===== src/rtl/hbi_pkg.sv =====
package hbi_pkg;
    localparam int BYTE_W         = 8;
    localparam int FSET_WIDTH_BIT = 4;
    localparam logic [2:0] FSET_TAG = 3'b001;

    typedef enum logic [1:0] {
        ST_IDLE  = 2'd0,
        ST_WRITE = 2'd1,
        ST_READ  = 2'd2
    } hbi_state_e;
endpackage


===== src/rtl/hbi_sync.sv =====
module hbi_sync #(
    parameter int W      = 1,
    parameter int STAGES = 2
) (
    input  logic         clk,
    input  logic         rst_n,
    input  logic [W-1:0] d,
    output logic [W-1:0] q
);
    logic [STAGES-1:0][W-1:0] chain;

    always_ff @(posedge clk or negedge rst_n) begin
        if (!rst_n) begin
            chain <= '0;
        end else begin
            chain[0] <= d;
            for (int i = 1; i < STAGES; i++) begin
                chain[i] <= chain[i-1];
            end
        end
    end

    assign q = chain[STAGES-1];
endmodule


===== src/rtl/hbi_decode.sv =====
module hbi_decode (
    input  logic split_mode,
    input  logic ctl_a,
    input  logic ctl_b,
    output logic wr_on,
    output logic wr_off,
    output logic rd_on
);
    always_comb begin
        if (split_mode) begin
            // active-low strobes, write wins when both are low
            wr_on  = ~ctl_a;
            wr_off = ctl_a;
            rd_on  = ctl_a & ~ctl_b;
        end else begin
            // enable plus level; level 1 means read
            wr_on  = ctl_a & ~ctl_b;
            wr_off = ~ctl_a;
            rd_on  = ctl_a & ctl_b;
        end
    end
endmodule


===== src/rtl/hbi_nibble.sv =====
module hbi_nibble
    import hbi_pkg::*;
#(
    parameter int DATA_W = BYTE_W
) (
    input  logic              clk,
    input  logic              rst_n,
    input  logic              wr_ev,
    input  logic [DATA_W-1:0] wr_lines,
    input  logic              wr_rs,
    input  logic              rd_ev,
    input  logic              rd_rs,
    output logic              byte_valid,
    output logic [DATA_W-1:0] byte_out,
    output logic              byte_rs,
    output logic              rd_ack,
    output logic              ack_rs,
    output logic              wide,
    output logic              lo_phase
);
    localparam int NIB_W = DATA_W / 2;

    logic [NIB_W-1:0]  hi_hold;
    logic [DATA_W-1:0] full;
    logic              done_wr;
    logic              done_rd;
    logic              is_fset;

    always_comb begin
        full    = wide ? wr_lines : {hi_hold, wr_lines[DATA_W-1 -: NIB_W]};
        done_wr = wr_ev & (wide | lo_phase);
        done_rd = rd_ev & (wide | lo_phase);
        is_fset = done_wr & ~wr_rs & (full[DATA_W-1 -: 3] == FSET_TAG);
    end

    always_ff @(posedge clk or negedge rst_n) begin
        if (!rst_n) begin
            byte_valid <= 1'b0;
            byte_out   <= '0;
            byte_rs    <= 1'b0;
            rd_ack     <= 1'b0;
            ack_rs     <= 1'b0;
            wide       <= 1'b1;
            lo_phase   <= 1'b0;
            hi_hold    <= '0;
        end else begin
            byte_valid <= done_wr;
            rd_ack     <= done_rd;
            if (done_wr) begin
                byte_out <= full;
                byte_rs  <= wr_rs;
            end
            if (done_rd) begin
                ack_rs <= rd_rs;
            end
            if (wr_ev && !wide && !lo_phase) begin
                hi_hold <= wr_lines[DATA_W-1 -: NIB_W];
            end
            if (is_fset && (full[FSET_WIDTH_BIT] != wide)) begin
                wide     <= full[FSET_WIDTH_BIT];
                lo_phase <= 1'b0;
            end else if ((wr_ev || rd_ev) && !wide) begin
                lo_phase <= ~lo_phase;
            end
        end
    end
endmodule


===== src/rtl/hbi_host_port.sv =====
module hbi_host_port
    import hbi_pkg::*;
#(
    parameter int DATA_W      = BYTE_W,
    parameter int SYNC_STAGES = 2
) (
    input  logic              clk,
    input  logic              rst_n,
    input  logic              style_split,
    input  logic              ctl_a,
    input  logic              ctl_b,
    input  logic              bus_rs,
    input  logic [DATA_W-1:0] bus_din,
    input  logic [DATA_W-1:0] stat_byte,
    input  logic [DATA_W-1:0] data_byte,
    output logic [DATA_W-1:0] bus_dout,
    output logic              bus_oe,
    output logic              cmd_valid,
    output logic              cmd_rs,
    output logic [DATA_W-1:0] cmd_byte,
    output logic              rd_ack,
    output logic              ack_rs,
    output logic              wide_mode
);
    localparam int NIB_W  = DATA_W / 2;
    localparam int BUND_W = DATA_W + 4;

    hbi_state_e        state_q, state_d;
    logic [BUND_W-1:0] s_bundle;
    logic              s_style, s_a, s_b, s_rs;
    logic [DATA_W-1:0] s_din;
    logic              wr_on, wr_off, rd_on;
    logic [DATA_W-1:0] hold_lines;
    logic              hold_rs, rd_rs_q;
    logic              wr_ev, rd_ev, lo_phase;
    logic [DATA_W-1:0] rd_src;

    hbi_sync #(.W(BUND_W), .STAGES(SYNC_STAGES)) u_sync (
        .clk   (clk),
        .rst_n (rst_n),
        .d     ({style_split, ctl_a, ctl_b, bus_rs, bus_din}),
        .q     (s_bundle)
    );

    assign {s_style, s_a, s_b, s_rs, s_din} = s_bundle;

    hbi_decode u_decode (
        .split_mode (s_style),
        .ctl_a      (s_a),
        .ctl_b      (s_b),
        .wr_on      (wr_on),
        .wr_off     (wr_off),
        .rd_on      (rd_on)
    );

    // state register
    always_ff @(posedge clk or negedge rst_n) begin
        if (!rst_n) state_q <= ST_IDLE;
        else        state_q <= state_d;
    end

    // transitions
    always_comb begin
        state_d = state_q;
        unique case (state_q)
            ST_IDLE: begin
                if (wr_on)      state_d = ST_WRITE;
                else if (rd_on) state_d = ST_READ;
            end
            ST_WRITE: if (wr_off) state_d = ST_IDLE;
            ST_READ:  if (!rd_on) state_d = ST_IDLE;
            default:  state_d = ST_IDLE;
        endcase
    end

    // registered outputs of the machine: held lines and read path
    always_ff @(posedge clk or negedge rst_n) begin
        if (!rst_n) begin
            hold_lines <= '0;
            hold_rs    <= 1'b0;
            rd_rs_q    <= 1'b0;
        end else begin
            if ((state_q == ST_IDLE && wr_on) || (state_q == ST_WRITE && !wr_off)) begin
                hold_lines <= s_din;
                hold_rs    <= s_rs;
            end
            if (state_q == ST_IDLE && !wr_on && rd_on) begin
                rd_rs_q <= s_rs;
            end
        end
    end

    assign wr_ev = (state_q == ST_WRITE) && wr_off;
    assign rd_ev = (state_q == ST_READ) && !rd_on;

    hbi_nibble #(.DATA_W(DATA_W)) u_nibble (
        .clk        (clk),
        .rst_n      (rst_n),
        .wr_ev      (wr_ev),
        .wr_lines   (hold_lines),
        .wr_rs      (hold_rs),
        .rd_ev      (rd_ev),
        .rd_rs      (rd_rs_q),
        .byte_valid (cmd_valid),
        .byte_out   (cmd_byte),
        .byte_rs    (cmd_rs),
        .rd_ack     (rd_ack),
        .ack_rs     (ack_rs),
        .wide       (wide_mode),
        .lo_phase   (lo_phase)
    );

    // drive side
    always_comb begin
        rd_src = rd_rs_q ? data_byte : stat_byte;
        bus_oe = (state_q == ST_READ);
        if (!bus_oe)        bus_dout = '0;
        else if (wide_mode) bus_dout = rd_src;
        else if (lo_phase)  bus_dout = {rd_src[NIB_W-1:0], {NIB_W{1'b0}}};
        else                bus_dout = {rd_src[DATA_W-1 -: NIB_W], {NIB_W{1'b0}}};
    end
endmodule


===== config.mk =====
export PLATFORM = sky130hd
export DESIGN_NAME = hbi_host_port
export DESIGN_NICKNAME = d
export VERILOG_FILES = /design/src/rtl/hbi_pkg.sv /design/src/rtl/hbi_sync.sv /design/src/rtl/hbi_decode.sv /design/src/rtl/hbi_nibble.sv /design/src/rtl/hbi_host_port.sv
export SDC_FILE = /design/constraint.sdc
export NUM_CORES = 1
export LEC_CHECK = 0
export CORE_MARGIN = 8
export CORE_UTILIZATION = 30
export DETAILED_ROUTE_END_ITERATION = 7
export PLACE_DENSITY = 0.59
export SLEW_MARGIN = 0
export SYNTH_ARGS = -nofsm -noshare
export SYNTH_HDL_FRONTEND = slang
export SYNTH_HIERARCHICAL = 1
export SYNTH_SLANG_ARGS = --single-unit

===== constraint.sdc =====
create_clock -name clk -period 1.8 [get_ports clk]
set_input_delay 0.36 -clock clk [delete_from_list [all_inputs] [get_ports clk]]
set_output_delay 0.36 -clock clk [all_outputs]
set_load 0.02 [all_outputs]

# Word-level counts from Yosys, hierarchy flattened
# Index checks and enable logic that the tools add are counted.
word_totals:
  reg_bits: 54
  out_inout_bits: 22
  ramBits: 0
  word_cells: 67
  mem_bits_ro: 0
  mem_count: 0
  latch_bits: 0
op_classes:
  mul: 0
  n_addsub: 0
  reduce_logical: 20
  n_shift: 0
  magnitude_cmp: 0
  bitwise_logic: 11
  n_div: 0
  n_eq_ne: 7
  mux: 15
op_table:
  columns: ["op", "count"]
  rows:
  - ["$mux 8", 5]
  - ["$logic_and 1x1->1", 10]
  - ["$mux 2", 4]
  - ["$and 1x1->1", 6]
  - ["$pmux 2 s3", 1]
  - ["$logic_not 1->1", 5]
  - ["$mux 1", 5]
  - ["$ne 2x2->1 const B", 2]
  - ["$not 1->1", 4]
  - ["$eq 3x1->1 const B", 1]
  - ["$ne 3x3->1 const B", 1]
  - ["$reduce_and 3->1", 1]
  - ["$eq 2x1->1 const B", 1]
  - ["$eq 2x2->1 const B", 1]
  - ["$logic_not 2->1", 1]
  - ["$logic_or 1x1->1", 2]
  - ["$reduce_bool 2->1", 1]
  - ["$ne 1x1->1", 1]
  - ["$or 1x1->1", 1]

# Longest topological paths before layout
logic_depth:
  word_depth: 9
  mapped_depth: 8

# Hierarchy
# Netlist, hierarchy kept.
modules_own_cells:
  columns: ["mod", "seq_area_each_um2", "area_per_inst_um2", "cells_per_inst", "instances"]
  rows:
  - ["hbi_nibble", 451.7, 788.3, 66, 1]
  - ["hbi_sync", 600.6, 690.7, 36, 1]
  - ["hbi_host_port", 300.3, 654.4, 59, 1]
  - ["hbi_decode", 0.0, 42.5, 5, 1]

# Least setup slack after synthesis
# No wires, ideal clock.
synth_timing:
  path_type: "reg-to-reg"
  start: "register u_sync.chain (netlist bit u_sync/q[10])"
  end: "register u_nibble.hi_hold[0]"
  period_less_slack_ns: 1.658
  setup_ns: 0.125
  arrival_time_ns: 1.533
  path_slack_ns: 0.142
  path_stages_with_launch: 6
  path_cell_list: "dfrtp_1 buf_4 xnor2_1 and3_1 and2_0 mux2_2"
synth_between:
  elab_chain_len: 5
synth_rtl:
  columns: ["element", "line_no", "source"]
  rows:
  - ["start, declared", "hbi_sync.sv:10", "logic [STAGES-1:0][W-1:0] chain;"]
  - ["start signal, assigned by index", "hbi_sync.sv:18", "chain[i] <= chain[i-1];"]
  - ["$not 1->1", "hbi_decode.sv:18", "wr_off = ~ctl_a;"]
  - ["$mux 1 (*)", "hbi_decode.sv:10", "if (split_mode) begin"]
  - ["net wr_off", "hbi_host_port.sv:32", "logic wr_on, wr_off, rd_on;"]
  - ["$logic_and 1x1->1 (*)", "hbi_host_port.sv:93", "assign wr_ev = (state_q == ST_WRITE) && wr_off;"]
  - ["net wr_ev", "hbi_host_port.sv:35", "logic wr_ev, rd_ev, lo_phase;"]
  - ["$logic_and 1x1->1 (*) (2 in a row)", "hbi_nibble.sv:56", "if (wr_ev && !wide && !lo_phase) begin"]
  - ["end signal, assigned", "hbi_nibble.sv:57", "hi_hold <= wr_lines[DATA_W-1 -: NIB_W];"]
  - ["end, declared", "hbi_nibble.sv:23", "logic [NIB_W-1:0] hi_hold;"]
# The timed path passes the listed nets; every way through them passes the cells marked *.
# A chain may end at the register's enable or synchronous reset.

# Worst setup path after layout
layout_timing:
  start: "register rd_rs_q"
  end: "output bus_dout[5]"
layout_between:
  elab_chain_len: 4
layout_rtl:
  columns: ["element", "line_no", "source"]
  rows:
  - ["start, declared", "hbi_host_port.sv:34", "logic hold_rs, rd_rs_q;"]
  - ["start signal, assigned", "hbi_host_port.sv:88", "rd_rs_q <= s_rs;"]
  - ["$mux 8 (*)", "hbi_host_port.sv:115", "rd_src = rd_rs_q ? data_byte : stat_byte;"]
  - ["$mux 8", "hbi_host_port.sv:119", "else if (lo_phase) bus_dout = {rd_src[NIB_W-1:0], {NIB_W{1'b0}}};"]
  - ["$mux 8 (*)", "hbi_host_port.sv:118", "else if (wide_mode) bus_dout = rd_src;"]
  - ["$mux 8 (*)", "hbi_host_port.sv:117", "if (!bus_oe) bus_dout = '0;"]
  - ["end, declared", "hbi_host_port.sv:16", "output logic [DATA_W-1:0] bus_dout,"]
# Mark *: on every way between the ends. The rest lies on a longest branch, timed or not.

==> impl_metrics.yaml <==
outcome:
  status: "finished, violations left"
  violations: "negative setup slack"
synthesis:
  ys_seq_area_frac: 0.622
  synth.avg_cell_area_um2: 13.1
  synth_top_area_frac: 0.610
  syn_area_um2: 2180
  ys_warn_count: 6
  synth_edf_count: 0
  yosysTopAreaCell: "dfrtp_1"
  synth_cells: 166
  syn-num-nets: 196
  ys_top_cells_by_area: "dfrtp_1, mux2_2, mux2i_1, buf_4, nand2_1"
  ys_async_sr_fraction: 1.00
  ys_ff_latch: 54
  synthFlopType: "dfrtp_1"
  yosysMostFrequentCell: "dfrtp_1"
  synth_cell_type_count: 29
  synth_commonest_cells: "dfrtp_1, mux2_2, buf_4, mux2i_1, nand2_1"
setup_path:
  critPathArrivalTime_ns: 1.52
  endpoint_kind: "output pin"
  slowest_delay_ns: 0.51
  worst_path_max_delay_cell: "dfrtp_2"
  crit_type: "flip-flop to output pin"
  startpoint_type: "flip-flop"
  crit_chain: "mux2i_2 > or2_4 > a21oi_2 > buf_6"
  worst-path-buf-inv: 1
  path_delay_family: "flip-flops"
  cp_max_fo: 8
  required_ns: 1.44
placed_design:
  port_buffers: 51
  dp_hpwl_mm: 3.19
  gp_congestion: 0.766
  dp.cells: 314
sta:
  max_slew_margin: 0.711
  finalSetupTns_ns: -0.273
  finalSetupViolCount: 4
  fmax_mhz: 531
  rsz0062_at_grt: "yes"
  whs_ns: 0.354
  post-route-period-util: 1.05
  timing.final.crit_period_ns: 1.88
  hold_viol_final: 0
  worst_slack_ns: -0.0818
  skew_ns: 0.00531
  tightest_slew_ns: 0.434
  drv_slew: 0
global_route:
  antenna_found_initial: 0
  grt_pass1_vias: 1510
  overflow: 0
  grt_pass1_wl_mm: 7.13
  grt_start_max_net_pins: 37
  grt_usage: 0.0882
routing:
  ant_nets: 0
  drc_errors: 0
  dr_wl_met2_mm: 1.90
  routed_wl_mm: 4.30
  vias_per_cell: 4.20
  wl_met3_um: 402
  wl_met1_mm: 1.94
  drtIter0Drc: 67
  wl_per_cell_um: 13.2
  topRoutingLayerUsed: "met4"
  first_pass_iters: 3
  via_count: 1368
finish:
  n_fill_cell: 709
  stdcell_count: 326
  area_growth_pct: 39.0
  drive_gt1_frac: 0.335
  fin_nets: 256
  n_antenna_cell: 0
die:
  die_w_um: 101
  die_y_um: 101
  initial_core_util: 0.305
  rows: 31
  io_pins: 52
  core_um2: 7140
  dieArea_um2: 10200
power:
  power.density_nw_per_um2: 1440
  peakVddDrop_mv: 0.465
  leakagePower_nw: 1.32
min_path:
  hp-class: "flip-flop to flip-flop"
cts:
  clk_pin_slew_worst_paths_ns: 0.09
  root_buffer: "clkbuf_8"
  clockBufferDepth: 2
  numClockSinks: 54
  htreeDepth: 2
  cts_tree: "built"
  cts_buffers: 5
  clock_latency_ns: 0.31
run:
  drv_cap: 0
## placed cells by master (no fill, tap or decap), types with 2 or more instances in the layout
| cell type | synthesis | routed |
|---|---|---|
| dfrtp_1 | 53 | 52 |
| clkdlybuf4s50_1 | 0 | 40 |
| mux2_2 | 20 | 18 |
| buf_4 | 13 | 14 |
| mux2i_1 | 12 | 10 |
| nor2_1 | 11 | 10 |
| nand2_1 | 12 | 9 |
| o21ai_0 | 7 | 7 |
| clkbuf_8 | 0 | 5 |
| buf_6 | 1 | 5 |
| or2_4 | 0 | 4 |
| a21oi_2 | 0 | 4 |
| inv_1 | 4 | 4 |
| nand2b_1 | 4 | 3 |
| mux2_4 | 1 | 3 |
| nand2_2 | 0 | 3 |
| buf_2 | 1 | 3 |
| buf_12 | 0 | 3 |
| and2_1 | 2 | 3 |
| mux2i_2 | 0 | 2 |
| nor2_2 | 1 | 2 |
| dlygate4sd2_1 | 0 | 2 |
| xor2_1 | 2 | 2 |
## cell type report
cell class                      instances  area, um2  share of cell area
Clock buffer                            5       68.8              0.0227
Clock inverter                          3       43.8              0.0145
Inverter                                4       15.0             0.00496
Multi-Input combinational cell         93        756               0.250
Sequential cell                        54       1350               0.447
Tap cell                               99        124              0.0409
Timing Repair Buffer                   68        664               0.220
## report_power, final
part / internal [mW] / total (mW) / switching (mW)
sequential: 1.55 / 1.81 / 0.261
combinational: 0.983 / 1.74 / 0.762
clock: 0.417 / 0.806 / 0.389
total: 2.95 / 4.36 / 1.41
## stage by stage
| stage | utilization | power (mW) | cell area [um2] | worst slack [ns] |
|---|---|---|---|---|
| floorplan | - | 2.74 | 2180 | 0.142 |
| global placement | 0.394 | 3.38 | 2810 | -0.505 |
| detailed placement | 0.394 | 3.42 | 2810 | -0.504 |
| CTS | 0.414 | 4.33 | 2950 | -0.122 |
| global route | 0.424 | 4.67 | 3030 | -0.151 |
| finish | 0.424 | 4.36 | 3030 | -0.0818 |
## cells by family after synthesis
group / count (synthesis) / share of synthesized area
AND/OR/NAND/NOR: 41 / 0.0972
XOR/XNOR: 3 / 0.0121
buffers and inverters: 19 / 0.0592
multiplexers: 33 / 0.166
AO/OA/AOI/OAI: 16 / 0.0443
flip-flops: 54 / 0.622
## registers in the layout, summed over array words and instances, names as in the netlist
signal,count
hold_lines,8
hold_rs,1
rd_rs_q,1
state_q,2
u_nibble/ack_rs,1
u_nibble/byte_out,8
u_nibble/byte_rs,1
u_nibble/byte_valid,1
u_nibble/hi_hold,4
u_nibble/lo_phase,1
u_nibble/rd_ack,1
u_nibble/wide,1
u_sync/chain,12
u_sync/q,12
## final timing paths
path	startpoint	end	slack, ns	cells after the start
max reg2reg	u_sync/q[11]	hold_lines[4]	0.18	5
min reg2reg	u_sync/chain[6]	u_sync/q[6]	0.35	0
min in group asynchronous	rst_n	u_sync/chain[4]	0.51	2
max in group asynchronous	rst_n	u_nibble/wide	0.70	3
max	rd_rs_q	bus_dout[5]	-0.08	4
min	u_sync/chain[6]	u_sync/q[6]	0.35	0
## per-layer routing
metal / track usage / vias to the layer above
li1: - / 661
met4: 0.0309 / 0
met5: 0 / -
met3: 0.0399 / 5
met1: 0.106 / 652
met2: 0.137 / 50
## repair_timing
action,in CTS,in global routing
buffers inserted,0,3
resized for setup,53,16
hold endpoints to repair,18,0
pin swaps,2,2
endpoints found under the setup margin,10,10
hold buffers,1,0
No activity file was read; power rests on OpenSTA's default activity.
